File: config.mk
export PLATFORM = sky130hd
export DESIGN_NAME = ptw_walker
export DESIGN_NICKNAME = d
export VERILOG_FILES = /design/src/rtl/ptw_pkg.sv /design/src/rtl/ptw_seg_pick.sv /design/src/rtl/ptw_addr_calc.sv /design/src/rtl/ptw_pte_unpack.sv /design/src/rtl/ptw_walker.sv
export SDC_FILE = /design/constraint.sdc
export NUM_CORES = 1
export LEC_CHECK = 0
export BUFFER_PORTS_ARGS = -buffer_cell sky130_fd_sc_hd__buf_4
export CORE_ASPECT_RATIO = 1.25
export CORE_MARGIN = 3
export CORE_UTILIZATION = 40
export DETAILED_ROUTE_END_ITERATION = 7
export PLACE_DENSITY = 0.75
export REMOVE_ABC_BUFFERS = 1
export SYNTH_ARGS = -nofsm -noshare
export SYNTH_HDL_FRONTEND = slang
export SYNTH_SLANG_ARGS = --single-unit
File: constraint.sdc
create_clock -name clk -period 4.4 [get_ports clk]
set_clock_uncertainty 0.2 [all_clocks]
set_input_delay 0.66 -clock clk [delete_from_list [all_inputs] [get_ports clk]]
set_output_delay 0.66 -clock clk [all_outputs]
set_load 0.1 [all_outputs]
File: src/rtl/ptw_pkg.sv
package ptw_pkg;

    typedef enum logic [1:0] {
        PTW_IDLE  = 2'd0,
        PTW_ISSUE = 2'd1,
        PTW_WAIT  = 2'd2
    } ptw_state_e;

    localparam int PTE_FLAG_W = 5;
    localparam int PTE_VALID  = 0;
    localparam int PTE_DIRTY  = 1;
    localparam int PTE_READ   = 2;
    localparam int PTE_WRITE  = 3;
    localparam int PTE_EXEC   = 4;

endpackage

File: src/rtl/ptw_seg_pick.sv
module ptw_seg_pick #(
    parameter int LEVELS = 3,
    parameter int SEG_W  = 17,
    parameter int LVL_W  = 2
) (
    input  logic [LEVELS*SEG_W-1:0] vpn,
    input  logic [LVL_W-1:0]        level,
    output logic [SEG_W-1:0]        seg
);
    logic [SEG_W-1:0] slices [LEVELS];

    // level 0 takes the most significant slice
    for (genvar l = 0; l < LEVELS; l++) begin : g_slice
        assign slices[l] = vpn[(LEVELS-1-l)*SEG_W +: SEG_W];
    end

    always_comb begin
        seg = slices[0];
        for (int l = 1; l < LEVELS; l++) begin
            if (level == LVL_W'(l)) seg = slices[l];
        end
    end
endmodule

File: src/rtl/ptw_addr_calc.sv
module ptw_addr_calc #(
    parameter int PA_W      = 33,
    parameter int SEG_W     = 17,
    parameter int PTE_BYTES = 4
) (
    input  logic [PA_W-1:0]  base,
    input  logic [SEG_W-1:0] seg,
    output logic [PA_W-1:0]  addr
);
    localparam int OFF_SH = $clog2(PTE_BYTES);

    logic [PA_W-1:0] offset;

    always_comb begin
        offset = PA_W'(seg) << OFF_SH;
        addr   = base + offset;
    end
endmodule

File: src/rtl/ptw_pte_unpack.sv
module ptw_pte_unpack
    import ptw_pkg::*;
#(
    parameter int PA_W   = 33,
    parameter int PAGE_W = 13
) (
    input  logic [PA_W-PAGE_W+PTE_FLAG_W-1:0] pte,
    output logic                              valid,
    output logic [PA_W-1:0]                   next_base
);
    localparam int PPN_W = PA_W - PAGE_W;

    logic [PPN_W-1:0] ppn;

    always_comb begin
        valid     = pte[PTE_VALID];
        ppn       = pte[PTE_FLAG_W +: PPN_W];
        next_base = {ppn, {PAGE_W{1'b0}}};
    end
endmodule

File: src/rtl/ptw_walker.sv
module ptw_walker
    import ptw_pkg::*;
#(
    parameter int LEVELS    = 3,
    parameter int SEG_W     = 17,
    parameter int PA_W      = 33,
    parameter int PAGE_W    = 13,
    parameter int PTE_BYTES = 4
) (
    input  logic                                         clk,
    input  logic                                         rst_n,
    input  logic                                         walk_req_i,
    input  logic [LEVELS*SEG_W-1:0]                      walk_vpn_i,
    input  logic [PA_W-1:0]                              ptbr_i,
    output logic                                         walk_busy_o,
    output logic                                         walk_done_o,
    output logic                                         walk_fault_o,
    output logic [((LEVELS > 1) ? $clog2(LEVELS) : 1)-1:0] walk_fault_lvl_o,
    output logic [PA_W-PAGE_W+5-1:0]                     walk_leaf_o,
    output logic                                         mem_rd_valid_o,
    output logic [PA_W-1:0]                              mem_rd_addr_o,
    input  logic                                         mem_rsp_valid_i,
    input  logic [PA_W-PAGE_W+5-1:0]                     mem_rsp_data_i
);
    localparam int VPN_W = LEVELS * SEG_W;
    localparam int LVL_W = (LEVELS > 1) ? $clog2(LEVELS) : 1;
    localparam int PTE_W = PA_W - PAGE_W + PTE_FLAG_W;
    localparam logic [LVL_W-1:0] LAST_LVL = LVL_W'(LEVELS - 1);

    typedef struct packed {
        ptw_state_e       st;
        logic [VPN_W-1:0] vpn;
        logic [PA_W-1:0]  base;
        logic [LVL_W-1:0] lvl;
        logic             done;
        logic             fault;
        logic [PTE_W-1:0] leaf;
    } walk_regs_t;

    walk_regs_t r_d, r_q;

    logic [SEG_W-1:0] cur_seg;
    logic [PA_W-1:0]  entry_addr;
    logic             rsp_valid_bit;
    logic [PA_W-1:0]  rsp_next_base;

    ptw_seg_pick #(
        .LEVELS (LEVELS),
        .SEG_W  (SEG_W),
        .LVL_W  (LVL_W)
    ) u_seg (
        .vpn   (r_q.vpn),
        .level (r_q.lvl),
        .seg   (cur_seg)
    );

    ptw_addr_calc #(
        .PA_W      (PA_W),
        .SEG_W     (SEG_W),
        .PTE_BYTES (PTE_BYTES)
    ) u_addr (
        .base (r_q.base),
        .seg  (cur_seg),
        .addr (entry_addr)
    );

    ptw_pte_unpack #(
        .PA_W   (PA_W),
        .PAGE_W (PAGE_W)
    ) u_pte (
        .pte       (mem_rsp_data_i),
        .valid     (rsp_valid_bit),
        .next_base (rsp_next_base)
    );

    // next-state computation
    always_comb begin
        r_d       = r_q;
        r_d.done  = 1'b0;
        r_d.fault = 1'b0;
        unique case (r_q.st)
            PTW_IDLE: begin
                if (walk_req_i) begin
                    r_d.st   = PTW_ISSUE;
                    r_d.vpn  = walk_vpn_i;
                    r_d.base = ptbr_i;
                    r_d.lvl  = '0;
                end
            end
            PTW_ISSUE: begin
                r_d.st = PTW_WAIT;
            end
            PTW_WAIT: begin
                if (mem_rsp_valid_i) begin
                    if (!rsp_valid_bit) begin
                        r_d.fault = 1'b1;
                        r_d.st    = PTW_IDLE;
                    end else if (r_q.lvl == LAST_LVL) begin
                        r_d.done = 1'b1;
                        r_d.leaf = mem_rsp_data_i;
                        r_d.st   = PTW_IDLE;
                    end else begin
                        r_d.base = rsp_next_base;
                        r_d.lvl  = r_q.lvl + 1'b1;
                        r_d.st   = PTW_ISSUE;
                    end
                end
            end
            default: r_d.st = PTW_IDLE;
        endcase
    end

    always_ff @(posedge clk or negedge rst_n) begin
        if (!rst_n) r_q <= '0;
        else        r_q <= r_d;
    end

    assign walk_busy_o      = (r_q.st != PTW_IDLE);
    assign walk_done_o      = r_q.done;
    assign walk_fault_o     = r_q.fault;
    assign walk_fault_lvl_o = r_q.lvl;
    assign walk_leaf_o      = r_q.leaf;
    assign mem_rd_valid_o   = (r_q.st == PTW_ISSUE);
    assign mem_rd_addr_o    = entry_addr;

    AST_FIRST_READ: assert property (@(posedge clk) disable iff (!rst_n)
        $rose(walk_busy_o) |-> mem_rd_valid_o);
    AST_LVL_RANGE: assert property (@(posedge clk) disable iff (!rst_n)
        walk_busy_o |-> (r_q.lvl <= LAST_LVL));
    AST_DONE_PULSE: assert property (@(posedge clk) disable iff (!rst_n)
        walk_done_o |=> !walk_done_o);
    AST_FAULT_PULSE: assert property (@(posedge clk) disable iff (!rst_n)
        walk_fault_o |=> !walk_fault_o);
    AST_DONE_FAULT_EXCL: assert property (@(posedge clk) disable iff (!rst_n)
        !(walk_done_o && walk_fault_o));
    AST_BUSY_END: assert property (@(posedge clk) disable iff (!rst_n)
        $fell(walk_busy_o) |-> (walk_done_o || walk_fault_o));
    AST_SINGLE_READ: assert property (@(posedge clk) disable iff (!rst_n)
        mem_rd_valid_o |=> !mem_rd_valid_o);
    AST_STRAY_RSP: assert property (@(posedge clk) disable iff (!rst_n)
        (!walk_busy_o && mem_rsp_valid_i) |=> !(walk_done_o || walk_fault_o));
endmodule

==> metrics.csv, run 1 <==
metric,value,unit
routed_wl,16.0,mm
fin_ws,0.0536,ns
critPathKind,reg2out,
grt_antenna_before_repair,0,
die_w,117,µm
synth_area_leader_cell,dfrtp_1,
syn2layout_area_growth,37.0,%
cts_hold_buffers,0,
path_cells,ha_4 -> mux2i_1 -> o21ai_1 -> ha_2 -> inv_2 -> fa_2 -> and2b_1 -> o2111ai_2 -> a21oi_2 -> o21ai_4 -> a211oi_1 -> xor2_1 -> buf_6,
cp_slowest_cell,dfrtp_1,
endpoint,mem_rd_addr_o[30],
place.gp.congestion,0.835,
min_period,4.35,ns
timing.max_cap.violations,0,
synth_edf_count,0,
ioPinCount,177,
startpoint,walk_fault_lvl_o[0]$_DFFE_PN0P_,
r2r_end,walk_leaf_o[11]$_DFFE_PN0P_,
grt_max_degree,61,
portBuffers,176,
cp_top_family,compound AO/OA/AOI/OAI gates,
initial_core_util,41.0,%
dp_hpwl,11.3,mm
hold_class,in2async,
die_h,145,µm
path_clk_slew,0.06,ns
critPathMaxStageDelay,0.43,ns
async_flop_share,100,%
grt_pass1_wl,25.3,mm
worstSetupPathDepth,13,
rsz0062_at_grt,true,
whs,0.121,ns
synthFlopType,dfrtp_1,
synth_top_area_share,46.6,%
cp_num_buf_inv,2,
syn_inst,570,
tightest_slew,1.09,ns
drv_slew,0,
place_ws,0.0813,ns
diodes,0,
first_iter_violations,197,
routed-via-count,4816,
grt_pass1_vias,5020,
post-route-drc-count,0,
tritoncts,done,
ys_seq_area_share,46.6,%
r2r_start,r_q[113]$_DFFE_PN0P_,
endpoint_kind,primary output,
syn_area,6170,µm²
die-area,17000,µm²
slew_headroom,26.7,%
fill_cells,1325,
crit_fanout,7,
overflow,0,
critPathLaunchType,flop,
first_pass_iters,4,
crit_required,3.54,ns
numCtsBuffers,17,
drive_gt1_share,45.1,%
dp.cells,911,
grt_usage,19.1,%
root_buffer,clkbuf_16,
r2r.worst_path.cells,5,
clock_path_buffers,2,
routedWlPerCell,16.7,µm
r2r_setup_slack,1.57,ns
cts.sinks,115,
nets,870,
fmax,230,MHz
layoutNonFillerInstCount,957,
yosys_register_bits,115,
ys_warn_count,0,
rows,50,
cts_max_level,4,
post_drt_via_cell_ratio,5.03,
cp_data_arrival_time,3.49,ns
clk_latency,0.41,ns
ys_types,53,
core_region_area,15100,µm²
synth_area_leaders,"dfrtp_1 (47%), mux2_2 (12%), ha_1 (3.9%)",
min_period_over_period,98.8,%
final_hold_viol_count,0,
ant_nets,0,
setup_viol,0,
tns,0,ns
status,finished clean,
synth.avg_cell_area,10.8,µm²
repair_timing:
action                                  CTS  global route
endpoints found under the hold margin     0             0
setup buffers                             7             7
gates cloned                              0             1
pin swaps                                 9             6
endpoints found under the setup margin   21            19
gates resized for setup                  25            30
cell families (layout without fill, tap and decap cells):
logic type | after synthesis | in the layout | synth area share [%]
DFF | 115 | 115 | 46.6
muxes | 92 | 92 | 16.4
buffers and inverters | 70 | 249 | 6.22
and+or+nand+nor | 144 | 144 | 10.6
AOI/OAI and AO/OA | 102 | 102 | 12.1
xor gates and xnor gates | 27 | 27 | 3.83
adders and majority gates | 20 | 20 | 4.17
flip-flops by register name, indices dropped and copies added (netlist names):
name              cells
r_q                  86
walk_leaf_o          25
walk_fault_lvl_o      2
walk_done_o           1
walk_fault_o          1
how the worst min path moves through the flow:
stage,startpoint,end,slack [ns],cells after the start
global route,rst_n,r_q[82]$_DFFE_PN0P_,0.17,1
finish,rst_n,r_q[82]$_DFFE_PN0P_,0.12,1
detailed placement,walk_leaf_o[0]$_DFFE_PN0P_,walk_leaf_o[0]$_DFFE_PN0P_,0.26,1
floorplan,rst_n,r_q[100]$_DFFE_PN0P_,0.16,0
global placement,walk_leaf_o[0]$_DFFE_PN0P_,walk_leaf_o[0]$_DFFE_PN0P_,0.26,1
CTS,rst_n,r_q[82]$_DFFE_PN0P_,0.14,1
per-stage QoR:
step,utilization [%],area (µm²)
2_1_floorplan,-,5840
3_3_place_gp,50.2,7560
3_5_place_dp,50.2,7560
4_1_cts,55.0,8290
5_1_grt,56.1,8460
6_report,56.1,8460
per-layer routing:
layer | vias to the layer above | wire (µm) | track usage, %
met1 | 2329 | 6880 | 24.4
met4 | 0 | 259 | 5.85
met3 | 22 | 1110 | 6.84
li1 | 2332 | - | -
met5 | - | 0 | 0
met2 | 133 | 7710 | 30.2
layout make-up:
cell class	count	area (µm²)	share of cell area (%)
clock buffers	26	489	5.78
clock inverters	5	75.1	0.888
inverters	14	52.6	0.621
multi-input cells	385	3050	36.0
flip-flops and latches	115	2880	34.0
well taps	208	260	3.08
repair buffers	204	1660	19.6
placed cells by master, fill, tap and decap left out, types with 4 or more instances in the layout:
master / count
a21o_1: 8
a21oi_1: 17
a21oi_2: 5
a221oi_1: 20
buf_12: 4
buf_4: 184
buf_6: 15
clkbuf_1: 6
clkbuf_16: 18
dfrtp_1: 115
ha_1: 11
ha_2: 5
inv_1: 10
mux2_1: 7
mux2_2: 68
mux2i_1: 17
nand2_1: 61
nand3_1: 17
nor2_1: 40
o21ai_0: 15
o21ai_1: 11
xnor2_1: 11
xor2_1: 16
cell usage after synthesis, types with 3 or more instances:
master	instances
clkbuf_1	17
nand3_1	17
inv_1	13
buf_2	10
nor2_1	42
buf_4	29
xnor2_1	11
xor2_1	16
a21oi_1	20
o21ai_0	23
ha_1	19
a221oi_1	20
o21ai_1	3
nand2_1	61
mux2i_1	17
a211oi_2	3
dfrtp_1	115
mux2_1	7
nor2b_1	3
and3_1	4
a21boi_1	3
a31oi_1	3
mux2_2	68
a21o_1	8
Power of run 1 is not shown: default switching activity piles up to over one toggle a cycle in this logic, so the estimate is an artifact.
==> run 2: changes to the inputs <==
--- a/config.mk
+++ b/config.mk
@@ -5,12 +5,12 @@
 export SDC_FILE = /design/constraint.sdc
 export NUM_CORES = 1
 export LEC_CHECK = 0
+export ABC_AREA = 1
 export BUFFER_PORTS_ARGS = -buffer_cell sky130_fd_sc_hd__buf_4
-export CORE_ASPECT_RATIO = 1.25
 export CORE_MARGIN = 3
 export CORE_UTILIZATION = 40
 export DETAILED_ROUTE_END_ITERATION = 7
-export PLACE_DENSITY = 0.75
+export PLACE_DENSITY = 0.6
 export REMOVE_ABC_BUFFERS = 1
 export SYNTH_ARGS = -nofsm -noshare
 export SYNTH_HDL_FRONTEND = slang
==> run 2 against run 1 <==
Worst setup slack better by 0.14 ns; critical endpoint is now mem_rd_addr_o[26]; cell count is 32% higher; via count is 28% higher; first-iteration DRC count is 79% higher; area after synthesis is 11% higher; sequential cell count stayed put; highest routed layer unchanged; sequential share of layout area is 1.8 points lower; non-clock buffer count is 15 lower; clock-buffer cell count is 7 lower; design area is 5.6% higher; core utilization is 2.4 points lower.
==> metrics.csv, run 2 <==
metric,value,unit
status,finished clean,
synth_edf_count,0,
crit_fanout,5,
syn2layout_area_growth,30.5,%
clk_latency,0.42,ns
routed_wl,19.2,mm
place.gp.congestion,0.908,
min_period_over_period,95.7,%
syn_inst,881,
layoutNonFillerInstCount,1264,
yosysMostFrequentCell,nand2_1,
critPathLaunchType,flop,
numCtsBuffers,17,
crit_required,3.54,ns
timing.max_cap.violations,0,
drv_slew,0,
die-area,18700,µm²
final_hold_viol_count,0,
grt_use_met1,28.4,%
hold_class,in2async,
tritoncts,done,
ys_warn_count,0,
initial_core_util,41.1,%
synthTopCellsByCount,"nand2_1 (290), dfrtp_1 (115), inv_1 (91), nand3_1 (53), nor2_1 (52)",
synth_area_leaders,"dfrtp_1 (42%), nand2_1 (16%), mux2_2 (8.4%)",
nets,1164,
r2r_setup_slack,1.77,ns
tightest_slew,0.800,ns
grt_antenna_before_repair,0,
clock_path_buffers,2,
die_w,137,µm
post-route-drc-count,0,
use_met2,33.2,%
use_met3,5.15,%
r2r_end,r_q[61]$_DFFE_PN0P_,
ys_types,31,
cts.sinks,115,
critPathKind,reg2out,
grt_pass1_vias,5912,
largest_register_ff_count,86,
ys_seq_area_share,42.0,%
root_buffer,clkbuf_16,
post_drt_via_cell_ratio,4.89,
routedWlPerCell,15.2,µm
synth_area_leader_cell,dfrtp_1,
first_iter_violations,352,
dp.cells,1226,
slew_headroom,46.7,%
fmax,238,MHz
dpl-instance-area,8160,µm²
grt.busiest_layer,met2,
grt_pass1_wl,30.2,mm
drive_gt1_share,28.2,%
path_clk_slew,0.06,ns
cp_data_arrival_time,3.35,ns
layout_commonest_cell,nand2_1,
dp_hpwl,14.3,mm
synthFlopType,dfrtp_1,
cts_max_level,4,
regMostFlops,r_q,
yosys_register_bits,115,
ioPinCount,177,
min_period,4.21,ns
core_region_area,16600,µm²
cts_hold_buffers,0,
fin_util,53.7,%
r2r_start,walk_fault_lvl_o[0]$_DFFE_PN0P_,
portBuffers,176,
r2r.worst_path.cells,11,
grt_max_degree,59,
tns,0,ns
async_flop_share,100,%
die_h,137,µm
first_pass_iters,6,
routed-via-count,6183,
diodes,0,
syn_area,6840,µm²
synth_top_area_share,42.0,%
rows,47,
grt_usage,20.8,%
ant_nets,0,
endpoint_kind,primary output,
final_cell_mix,"nand2_1 (289), buf_4 (175), dfrtp_1 (115), inv_1 (90)",
stdcell_area,8930,µm²
synth.avg_cell_area,7.77,µm²
overflow,0,
setup_viol,0,
[run 2: cell count changes after synthesis, sizes merged, moves of 20 or more]
cell | previous run | this run
nand3 | 19 | 54
inv | 13 | 96
a221oi | 20 | 0
o21ai | 28 | 87
nand2 | 61 | 291
mux2 | 75 | 51
[run 2: how the worst max path moves through the flow]
stage	start	slack (ns)	cells after the start	end
detailed placement	walk_fault_lvl_o[0]$_DFFE_PN0P_	0.52	17	mem_rd_addr_o[18]
global route	walk_fault_lvl_o[0]$_DFFE_PN0P_	-0.02	16	mem_rd_addr_o[27]
CTS	walk_fault_lvl_o[0]$_DFFE_PN0P_	0.03	17	mem_rd_addr_o[18]
finish	walk_fault_lvl_o[0]$_DFFE_PN0P_	0.19	19	mem_rd_addr_o[26]
floorplan	walk_fault_lvl_o[0]$_DFFE_PN0P_	-1.25	16	mem_rd_addr_o[18]
global placement	walk_fault_lvl_o[0]$_DFFE_PN0P_	0.51	17	mem_rd_addr_o[18]
[run 2: cell families after synthesis]
logic type               after synthesis  share of synthesized area [%]
AO/OA/AOI/OAI                        106                           8.34
XOR/XNOR                              15                           1.92
adder cells (fa/ha/maj)               20                           3.77
buffers and inverters                156                           10.6
flip-flops                           115                           42.0
multiplexers                          51                           8.39
AND/OR/NAND/NOR                      418                           25.0
[run 2: per-stage QoR]
| stage | setup WS, ns | hold WS [ns] |
|---|---|---|
| after detailed placement | 0.516 | 0.258 |
| after global placement | 0.507 | 0.252 |
| after floorplan | -1.25 | 0.164 |
| after global routing | -0.0179 | 0.174 |
| after CTS | 0.0253 | 0.153 |
| final | 0.190 | 0.126 |
[run 2: final cells by class]
type                    count  area [µm²]
clock inverters            13         183
repair inverters            1        5.00
flip-flops and latches    115        2880
well taps                 220         275
repair buffers            189        1500
multi-input cells         610        3270
inverters                  97         368
fillers                  1602        7710
clock buffers              19         453
[run 2: timing repair]
item | CTS | global route
buffers inserted | 0 | 5
resized for setup | 0 | 24
endpoints found under the setup margin | 0 | 24
[run 2: routing by layer]
metal / share of wire (%) / wire length (µm)
met5: 0 / 0
met2: 47 / 9020
met3: 5.4 / 1050
met1: 46 / 8940
met4: 1.2 / 238
[run 2: critical path, stage by stage (launching register included)]
cell	delay, ns
dfrtp_1	0.40
buf_4	0.15
ha_4	0.18
clkinvlp_4	0.12
buf_4	0.12
nor2_1	0.03
o21ai_0	0.16
ha_1	0.20
inv_1	0.06
fa_1	0.40
inv_1	0.11
nand3_1	0.08
nand3_2	0.10
nand2_1	0.06
nand2_1	0.11
nand2_1	0.11
nand3_1	0.09
nand2_1	0.05
nand2_1	0.09
buf_4	0.30
Power of run 2 is left out for the same reason.
